$ cat config.mk
export PLATFORM = sky130hd
export DESIGN_NAME = blockFetch
export DESIGN_NICKNAME = d
export VERILOG_FILES = /design/src/rtl/blockFetchPkg.sv /design/src/rtl/blockFetchPath.sv /design/src/rtl/blockFetchCtrl.sv /design/src/rtl/blockFetch.sv
export SDC_FILE = /design/constraint.sdc
export NUM_CORES = 1
export LEC_CHECK = 0
export ABC_CLOCK_PERIOD_IN_PS = 5200
export CORE_AREA = 2 2 257 259
export CTS_CLUSTER_SIZE = 25
export DETAILED_ROUTE_END_ITERATION = 10
export DIE_AREA = 0 0 259 261
export GPL_TIMING_DRIVEN = 0
export HOLD_SLACK_MARGIN = 0.12
export PLACE_DENSITY = 0.54
export SLEW_MARGIN = 30
export SYNTH_ARGS = -nofsm -noshare
export SYNTH_HDL_FRONTEND = slang
export SYNTH_SLANG_ARGS = --single-unit
$ cat constraint.sdc
create_clock -name clk -period 5.2 [get_ports clk]
set_clock_uncertainty 0.15 [all_clocks]
set_input_delay 0.52 -clock clk [delete_from_list [all_inputs] [get_ports clk]]
set_output_delay 0.52 -clock clk [all_outputs]
set_load 0.02 [all_outputs]
$ cat src/rtl/blockFetchPkg.sv
package blockFetchPkg;

  typedef enum logic [1:0] {
    ST_IDLE,
    ST_FETCH,
    ST_OFFER
  } fetchState_t;

  // strobes from control to datapath
  typedef struct packed {
    logic ldAddr;
    logic ldCount;
    logic capWord;
    logic advAddr;
    logic decCount;
  } pathStrobe_t;

  localparam logic [1:0] REG_CTRL = 2'd0;
  localparam logic [1:0] REG_ADDR = 2'd1;
  localparam logic [1:0] REG_STAT = 2'd2;

  localparam int CNT_LSB = 16;

endpackage

$ cat src/rtl/blockFetchPath.sv
module blockFetchPath
  import blockFetchPkg::*;
#(
  parameter int ADDR_W    = 32,
  parameter int WORD_W    = 32,
  parameter int MAX_WORDS = 16,
  parameter int CNT_W     = 11,
  localparam int SLOT_W   = $clog2(MAX_WORDS)
) (
  input  logic                        clk,
  input  logic                        rst,
  input  pathStrobe_t                 strobe,
  input  logic [SLOT_W-1:0]           slot,
  input  logic [ADDR_W-1:0]           addrIn,
  input  logic [CNT_W-1:0]            countIn,
  input  logic [WORD_W-1:0]           memData,
  output logic [ADDR_W-1:0]           addrVal,
  output logic [CNT_W-1:0]            countVal,
  output logic [MAX_WORDS*WORD_W-1:0] blkData
);

  localparam int BYTES_PER_WORD = WORD_W / 8;

  logic [WORD_W-1:0] wordBuf [MAX_WORDS];

  always_ff @(posedge clk) begin
    if (rst) begin
      addrVal  <= '0;
      countVal <= '0;
    end else begin
      if (strobe.ldAddr)       addrVal <= addrIn;
      else if (strobe.advAddr) addrVal <= addrVal + ADDR_W'(BYTES_PER_WORD);
      if (strobe.ldCount)       countVal <= countIn;
      else if (strobe.decCount) countVal <= countVal - CNT_W'(1);
    end
  end

  always_ff @(posedge clk) begin
    if (strobe.capWord) wordBuf[slot] <= memData;
  end

  for (genvar g = 0; g < MAX_WORDS; g++) begin : g_pack
    assign blkData[g*WORD_W +: WORD_W] = wordBuf[g];
  end

endmodule

$ cat src/rtl/blockFetchCtrl.sv
module blockFetchCtrl
  import blockFetchPkg::*;
#(
  parameter int MAX_WORDS    = 16,
  parameter int CIPHER_WORDS = 4,
  parameter int CNT_W        = 11,
  localparam int SLOT_W      = $clog2(MAX_WORDS),
  localparam int LEN_W       = $clog2(MAX_WORDS + 1),
  localparam int EXTRA_MAX   = MAX_WORDS - CIPHER_WORDS
) (
  input  logic              clk,
  input  logic              rst,
  input  logic              regWrEn,
  input  logic [1:0]        regSel,
  input  logic              wrBit0,
  input  logic [CNT_W-1:0]  wrCount,
  input  logic              hashMode,
  input  logic [SLOT_W-1:0] keyIvWords,
  input  logic [CNT_W-1:0]  countVal,
  input  logic              memAck,
  input  logic              memErr,
  input  logic              blkReady,
  output pathStrobe_t       strobe,
  output logic [SLOT_W-1:0] slot,
  output logic              memReq,
  output logic              blkValid,
  output logic [LEN_W-1:0]  blkWords,
  output logic              irqDigest,
  output logic              enBit,
  output logic              errSticky
);

  fetchState_t state;
  logic modeHashQ, firstBlk;
  logic [SLOT_W-1:0] extraQ, extraClamp;
  logic idle, ctrlWr, startNow, wordOk, wordBad, accept, lastBlk, lastWord;

  assign idle     = (state == ST_IDLE);
  assign ctrlWr   = regWrEn && (regSel == REG_CTRL) && idle;
  assign startNow = ctrlWr && wrBit0 && (wrCount != '0) && !errSticky;
  assign wordOk   = (state == ST_FETCH) && memAck && !memErr;
  assign wordBad  = (state == ST_FETCH) && memAck && memErr;
  assign accept   = (state == ST_OFFER) && blkReady;
  assign lastBlk  = (countVal == CNT_W'(1));

  assign extraClamp = (keyIvWords > SLOT_W'(EXTRA_MAX)) ? SLOT_W'(EXTRA_MAX) : keyIvWords;

  always_comb begin
    if (modeHashQ)     blkWords = LEN_W'(MAX_WORDS);
    else if (firstBlk) blkWords = LEN_W'(CIPHER_WORDS) + LEN_W'(extraQ);
    else               blkWords = LEN_W'(CIPHER_WORDS);
  end
  assign lastWord = (LEN_W'(slot) == blkWords - LEN_W'(1));

  assign strobe.ldAddr   = regWrEn && (regSel == REG_ADDR) && idle;
  assign strobe.ldCount  = ctrlWr;
  assign strobe.capWord  = wordOk;
  assign strobe.advAddr  = wordOk;
  assign strobe.decCount = accept;

  assign memReq   = (state == ST_FETCH);
  assign blkValid = (state == ST_OFFER);

  always_ff @(posedge clk) begin
    if (rst) begin
      state     <= ST_IDLE;
      slot      <= '0;
      modeHashQ <= 1'b0;
      extraQ    <= '0;
      firstBlk  <= 1'b0;
      enBit     <= 1'b0;
      errSticky <= 1'b0;
      irqDigest <= 1'b0;
    end else begin
      irqDigest <= accept && (!modeHashQ || lastBlk);
      if (ctrlWr) enBit <= wrBit0;
      if (regWrEn && (regSel == REG_STAT) && wrBit0) errSticky <= 1'b0;
      if (wordBad) errSticky <= 1'b1;
      unique case (state)
        ST_IDLE: if (startNow) begin
          state     <= ST_FETCH;
          slot      <= '0;
          modeHashQ <= hashMode;
          extraQ    <= extraClamp;
          firstBlk  <= 1'b1;
        end
        ST_FETCH: begin
          if (wordBad)                   state <= ST_IDLE;
          else if (wordOk && lastWord)   state <= ST_OFFER;
          else if (wordOk)               slot  <= slot + SLOT_W'(1);
        end
        ST_OFFER: if (accept) begin
          firstBlk <= 1'b0;
          slot     <= '0;
          state    <= lastBlk ? ST_IDLE : ST_FETCH;
        end
        default: state <= ST_IDLE;
      endcase
    end
  end

  // a block never exceeds the buffer nor falls under the cipher size
  a_r5_len_bounds: assert property (@(posedge clk) disable iff (rst)
    blkValid |-> (blkWords >= LEN_W'(CIPHER_WORDS)) && (blkWords <= LEN_W'(MAX_WORDS)));

  // a digest pulse always follows an accepted block
  a_r8_irq_after_accept: assert property (@(posedge clk) disable iff (rst)
    irqDigest |-> $past(blkValid && blkReady));

endmodule

$ cat src/rtl/blockFetch.sv
module blockFetch
  import blockFetchPkg::*;
#(
  parameter int ADDR_W       = 32,
  parameter int WORD_W       = 32,
  parameter int MAX_WORDS    = 16,
  parameter int CIPHER_WORDS = 4,
  parameter int CNT_W        = 11
) (
  input  logic                                  clk,
  input  logic                                  rst,
  input  logic                                  regWrEn,
  input  logic [1:0]                            regSel,
  input  logic [31:0]                           regWrData,
  output logic [31:0]                           regRdData,
  input  logic                                  hashMode,
  input  logic [$clog2(MAX_WORDS)-1:0]          keyIvWords,
  output logic                                  memReq,
  output logic [ADDR_W-1:0]                     memAddr,
  input  logic                                  memAck,
  input  logic                                  memErr,
  input  logic [WORD_W-1:0]                     memData,
  output logic                                  blkValid,
  input  logic                                  blkReady,
  output logic [MAX_WORDS*WORD_W-1:0]           blkData,
  output logic [$clog2(MAX_WORDS+1)-1:0]        blkWords,
  output logic                                  irqDigest,
  output logic                                  irqErr
);

  localparam int SLOT_W = $clog2(MAX_WORDS);

  pathStrobe_t       strobe;
  logic [SLOT_W-1:0] slot;
  logic [CNT_W-1:0]  countVal;
  logic              enBit, errSticky;
  logic              unusedWr;

  assign unusedWr = ^regWrData;

  blockFetchCtrl #(
    .MAX_WORDS(MAX_WORDS), .CIPHER_WORDS(CIPHER_WORDS), .CNT_W(CNT_W)
  ) u_ctrl (
    .clk(clk), .rst(rst), .regWrEn(regWrEn), .regSel(regSel),
    .wrBit0(regWrData[0]), .wrCount(regWrData[CNT_LSB +: CNT_W]),
    .hashMode(hashMode), .keyIvWords(keyIvWords), .countVal(countVal),
    .memAck(memAck), .memErr(memErr), .blkReady(blkReady),
    .strobe(strobe), .slot(slot), .memReq(memReq), .blkValid(blkValid),
    .blkWords(blkWords), .irqDigest(irqDigest), .enBit(enBit), .errSticky(errSticky)
  );

  blockFetchPath #(
    .ADDR_W(ADDR_W), .WORD_W(WORD_W), .MAX_WORDS(MAX_WORDS), .CNT_W(CNT_W)
  ) u_path (
    .clk(clk), .rst(rst), .strobe(strobe), .slot(slot),
    .addrIn(regWrData[ADDR_W-1:0]), .countIn(regWrData[CNT_LSB +: CNT_W]),
    .memData(memData), .addrVal(memAddr), .countVal(countVal), .blkData(blkData)
  );

  assign irqErr = errSticky;

  always_comb begin
    unique case (regSel)
      REG_CTRL: regRdData = (32'(countVal) << CNT_LSB) | 32'(enBit);
      REG_ADDR: regRdData = 32'(memAddr);
      REG_STAT: regRdData = 32'(errSticky);
      default:  regRdData = '0;
    endcase
  end

  // an offered block is held unchanged until taken
  a_r6_hold_offer: assert property (@(posedge clk) disable iff (rst)
    blkValid && !blkReady |=> blkValid && $stable(blkData) && $stable(blkWords));

  // no fetching while a block waits
  a_r6_no_fetch_while_offer: assert property (@(posedge clk) disable iff (rst)
    blkValid |-> !memReq);

  // address steps one word per good response
  a_r4_addr_step: assert property (@(posedge clk) disable iff (rst)
    memReq && memAck && !memErr |=> memAddr == $past(memAddr) + ADDR_W'(WORD_W/8));

  // acceptance takes exactly one off the count
  a_r7_count_dec: assert property (@(posedge clk) disable iff (rst)
    blkValid && blkReady |=> countVal == $past(countVal) - CNT_W'(1));

  // a failed read freezes count and address and stops requests
  a_r9_error_freeze: assert property (@(posedge clk) disable iff (rst)
    memReq && memAck && memErr |=> !memReq && irqErr &&
      countVal == $past(countVal) && memAddr == $past(memAddr));

  // pending error keeps the read port quiet
  a_r10_error_blocks: assert property (@(posedge clk) disable iff (rst)
    irqErr |-> !memReq);

endmodule

# Yosys cells after proc, flatten, opt, wreduce, memory -nomap -nowiden

Memories as Yosys holds them, arrays and structs flattened.
Index checks and enable logic that the tools add are counted.

$add $sub $neg: 5
Equality and inequality tests: 12
Mux-type cells: 27
Reductions and logical operators: 31
Bitwise operators: 1
Order comparisons: 1

Operator list:

| kind                                                | count |
|---|---|
| case mux 32 bit (3 select lines)                    | 1 |
| 2-to-1 mux 32 bit                                   | 2 |
| adder 32 x 3 -> 32 bit (second input constant)      | 1 |
| OR 27 x 1 -> 27 bit                                 | 1 |
| 2-to-1 mux 4 bit                                    | 6 |
| 2-to-1 mux 11 bit                                   | 2 |
| logical AND 1 bit                                   | 15 |
| case mux 4 bit (3 select lines)                     | 1 |
| == test 11 x 1 -> 1 bit (second input constant)     | 1 |
| nonzero test 11 bit                                 | 1 |
| subtractor 11 x 1 -> 11 bit (second input constant) | 1 |
| 2-to-1 mux 5 bit                                    | 2 |
| 2-to-1 mux 2 bit                                    | 4 |
| nonzero test 2 bit                                  | 4 |
| 2-to-1 mux 1 bit                                    | 7 |
| inequality test 2 bit (second input constant)       | 3 |
| case mux 2 bit (3 select lines)                     | 1 |
| AND reduction 3 bit                                 | 2 |
| AND reduction 6 bit                                 | 1 |
| adder 3 x 4 -> 5 bit (first input constant)         | 1 |
| == test 4 x 5 -> 1 bit                              | 1 |
| subtractor 5 x 1 -> 5 bit (second input constant)   | 1 |
| adder 4 x 1 -> 4 bit (second input constant)        | 1 |
| == test 2 x 1 -> 1 bit (second input constant)      | 2 |
| 10 further kinds                                    | 15 |

Memories kept: 1
Input bits: 77
RAM bits: 512
Flip-flop bits (word level): 58
Logic and storage cells: 88
Output and inout bits: 585

Memories:

| name           | words | width | rd ports | clocked after Yosys merged registers in | wr ports | line                 | source |
|---|---|---|---|---|---|---|---|
| u_path.wordBuf | 16    | 32    | 16       | 0                                       | 1        | blockFetchPath.sv:24 | `logic [WORD_W-1:0] wordBuf [MAX_WORDS];` |

# Depth between registers and ports, before layout

Depth in word-level cells: 9
Mapped depth: 10
Gate-level depth less buffers: 9

# Cells and area by module

Synthesis repeated with hierarchy kept, for this count alone.

Cell total of the unflattened synthesis: 1,028
Area total of the unflattened synthesis: 19,407.4 sq um

Modules (own cells, without submodules):

| module         | area each (sq um) | instances | sequential area each (sq um) | cells an instance |
|---|---|---|---|---|
| blockFetchPath | 18,013.5          | 1         | 16,235.6                     | 848 |
| blockFetchCtrl | 1,034.7           | 1         | 300.3                        | 129 |
| blockFetch     | 359.1             | 1         | 0.0                          | 51 |

# Worst setup path after synthesis

Ideal clock, no wire load.

Path kind: input -> register
Start: in memErr
End: mem u_path.wordBuf[0][0] (enable)
Buffers on the path: 1
Library setup time: 0.461 ns
Setup slack: 1.358 ns
Required time: 4.589 ns
Data arrival time: 3.231 ns
Cell stages on the path: 4
Path through: and4bb_2 -> buf_4 -> nand2_1 -> nor3_1

Word-level cells in the longest chain between the ends: 4

Ends and longest elaborated chain:

| element                                | line                 | source |
|---|---|---|
| start: declaration                     | blockFetch.sv:21     | `input logic memErr,` |
| zero test 1 bit                        | blockFetchCtrl.sv:41 | `assign wordOk = (state == ST_FETCH) && memAck && !memErr;` |
| logical AND 1 bit                      | blockFetchCtrl.sv:41 |  |
| 2-to-1 mux 1 bit                       | blockFetchPath.sv:39 | `if (strobe.capWord) wordBuf[slot] <= memData;` |
| 2-to-1 mux 1 bit (not written as such) | blockFetchPath.sv:39 |  |
| end: declaration                       | blockFetchPath.sv:24 |  |

No other way between the ends.

# Worst setup path in the final report

Start: reg u_ctrl.state[0]
End: out memReq

Word-level cells in the longest chain between the ends: 1

Ends and longest elaborated chain:

| element                  | line                 | source |
|---|---|---|
| start: declaration       | blockFetchCtrl.sv:33 | `fetchState_t state;` |
| start signal: assignment | blockFetchCtrl.sv:95 | `state <= lastBlk ? ST_IDLE : ST_FETCH;` |
| == test 2 x 1 -> 1 bit   | blockFetchCtrl.sv:61 | `assign memReq = (state == ST_FETCH);` |
| end: declaration         | blockFetch.sv:18     | `output logic memReq,` |

No other way between the ends.

==> impl_metrics.csv <==
group,metric,value,unit
route,drc,0,
yosys,synth_edf_count,512,
route,first_pass_iters,5,
finish,antenna_cells,0,
floorplan,die_area,0.06760,mm^2
worst_setup_path,reg2reg_depth,9,
yosys,yosys.area.top_type,"edfxtp_1",
floorplan,die_h,261,um
yosys,synthTopCellsByArea,"edfxtp_1 (80%), dfxtp_1 (6.1%), nor2_1 (1.5%)",
yosys,synth.area.mux_share,0.9023,%
placement,dpl_cell_area,0.02779,mm^2
cts,cts_max_level,2,
power,p_int,0.007681,W
sta,slew_viol_final,0,
cts,cts_buffer_depth,3,
sta,period_share,61.60,%
sta,worst_slew_pin_slew,835.0,ps
worst_setup_path,path_max_fanout,10,
route,viasPerCell,4.592,
yosys,synth_cells,1012,
sta,hold_violations,0,
cts,clk_latency,610,ps
yosys,synth.most_common_cell,"edfxtp_1",
job,drv_cap,0,
finish,fin_cells,2694,
yosys,synthesis.area,0.01914,mm^2
global_routing,grt_pass1_vias,12130,
power,peakVddDrop,218.3,uV
sta,setup_viol,0,
cts,root_buffer,"clkbuf_16",
worst_setup_path,crit_type,"reg -> out",
cts,path_clk_slew,60,ps
cts,clock-sinks,570,
yosys,synth_fa_ha_area_share,0.5885,%
worst_setup_path,start_kind,"register",
yosys,synth-seq-cells,570,
power,swShare,20.61,%
yosys,synthArstFlopShare,0,%
yosys,yosysWarningCount,0,
yosys,yosys-top-cells-count,"edfxtp_1 (512), nor2_1 (75), dfxtp_1 (58)",
power,clkPwrFrac,45.1,%
cts,cts_tree,"done",
finish,drive_gt1_share,9.399,%
yosys,synth-compound-area-share,3.694,%
power,p_seq_share,52.0,%
worst_hold_path,holdPathStages,4,
yosys,ys_types,59,
power,power_density,324.7,mW/mm^2
cts,cts_resized,0,
sta,fin_crit,3203,ps
yosys,synth.avg_cell_area,18.91,um^2
placement,dpl.cell_count,2586,
outcome,status,"complete, no violations",
yosys,ys_seq_area_share,86.41,%
floorplan,ios,662,
floorplan,core-area,0.06504,mm^2
power,p_total,0.009676,W
finish,fin_util,45.82,%
floorplan,initial_core_util,29.42,%
global_routing,grt_max_degree,17,
yosys,yosys.area_share.xor_xnor,0.7323,%
floorplan,rows,94,
route,wl_per_cell,26.75,um
cts,cts_hold_buf,0,
route,drt_iter0_markers,847,
route,routed_wl,72070,um
yosys,synthSimpleGateAreaFrac,6.656,%
finish,syn_to_final_growth,55.73,%
finish,nets,1869,
sta,relSlewSlack,44.16,%
sta,rsz0062_at_grt,"no",
worst_hold_path,hp-class,"in -> reg",
yosys,synth_top_family_by_area,"simple AND/OR/NAND/NOR gates",
route,vias,12370,
finish,final_design_area_no_fill,0.02980,mm^2
global_routing,grt_first_pass_wirelength,97970,um
placement,place_congestion,0.8626,
floorplan,die-width,259,um
yosys,synth.top_cell.area_share,80.35,%
power,p_leak,9.858,nW
worst_setup_path,crit_path_end_kind,"primary output",
power,combPwrFrac,2.9,%
cts,cts_setup_buffers,0,
worst_setup_path,cp_data_arrival_time,2530,ps
global_routing,antenna_found_initial,0,
placement,hpwl,55690,um
sta,max_freq,0.3122,GHz
sta,worst_hold_slack,270.0,ps
cts,cts_made_buffers,59,
worst_setup_path,worstPathRequired,4530,ps
route,postRouteAntennaNets,0,
global_routing,grt_use_total,20.46,%
power,p_switching,0.001994,W
yosys,synth_nets,1098,
global_routing,grt-ovfl-total,0,
placement,io_buffers,658,
yosys,synthFlopType,"edfxtp_1",
[placed cells by master (no fill, tap or decap), types with 5 or more instances in the layout]
cell,synthesis,routed
a21oi_1,40,40
ha_1,9,9
bufinv_16,0,9
clkbuf_1,22,33
and2_1,25,25
nor3_1,14,10
buf_2,5,6
dfxtp_1,58,58
o21ai_0,14,14
nor2_4,0,12
nor3b_1,6,6
a211oi_1,11,11
nor4_1,8,8
nor2b_1,5,5
clkinvlp_4,0,7
mux2i_1,15,15
xor2_1,9,9
clkinv_1,0,9
o211ai_1,5,5
inv_1,18,18
clkinv_2,0,8
nand3_1,16,16
nor3_2,1,5
a221oi_1,6,6
clkbuf_16,0,60
clkdlybuf4s50_1,0,657
nand2b_1,9,9
xnor2_1,7,7
nand2_1,45,45
nor2_1,75,63
a22oi_1,7,7
nand4_1,8,8
buf_4,1,24
edfxtp_1,512,512
and3_1,6,6
buf_16,0,23
[cell type report]
type	count	area, um^2
Buffer	31	126.4
Clock buffer	71	1543
Clock inverter	37	464.2
Fill cell	5618	35240
Inverter	18	67.56
Multi-Input combinational cell	393	2516
Sequential cell	570	16540
Tap cell	864	1081
Timing Repair Buffer	710	7466
[power groups by stage]
stage	clock network [W]	logic (W)	registers (W)
finish	0.00437	0.000283	0.00503
detailed placement	0	0.000285	0.00512
global placement	0	0.000280	0.00512
global route	0.00461	0.000305	0.00503
floorplan	0	0.0000782	0.00513
CTS	0.00444	0.000287	0.00503
[stage by stage]
| step | setup TNS, ps | setup WS (ps) |
|---|---|---|
| floorplan | 0 | 1358 |
| global placement | -509160 | -3208 |
| detailed placement | 0 | 1728 |
| CTS | 0 | 2042 |
| global route | 0 | 1950 |
| finish | 0 | 1997 |
[registers in the layout (all words and copies together) (netlist names)]
name              count
u_ctrl.irqDigest      1
u_path.countVal      11
u_ctrl.errSticky      1
u_ctrl.firstBlk       1
u_ctrl.modeHashQ      1
u_ctrl.extraQ         4
u_ctrl.slot           4
u_ctrl.enBit          1
u_ctrl.state          2
u_path.wordBuf      512
u_path.addrVal       32
[metal layers]
layer	wire length [um]	track usage, %	part of all wire (%)
met5	0	0	0
met4	1317	4.383	1.8
met3	5808	6.030	8.1
met2	37470	37.05	52
met1	27470	23.98	38
[path summary, 6_finish.rpt]
path	to	slack, ps	start
min reg2reg	u_ctrl.enBit	320	u_ctrl.enBit
max	memReq	2000	u_ctrl.state[0]
max reg2reg	u_ctrl.slot[3]	2250	u_ctrl.firstBlk
min	u_ctrl.errSticky	270	regSel[0]
[logic make-up after synthesis]
family / count (synthesis)
AND/OR/NAND/NOR: 243
XOR/XNOR: 16
multiplexers: 17
adder cells (fa/ha/maj): 9
AO/OA/AOI/OAI: 108
flip-flops: 570
buffers and inverters: 49
[critical path: stages, from the launching register on]
cell and delay (ps):
dfxtp_1 470, clkbuf_1 360, nor2b_1 360, clkdlybuf4s50_1 720
No activity file was read; power rests on OpenSTA's default activity.
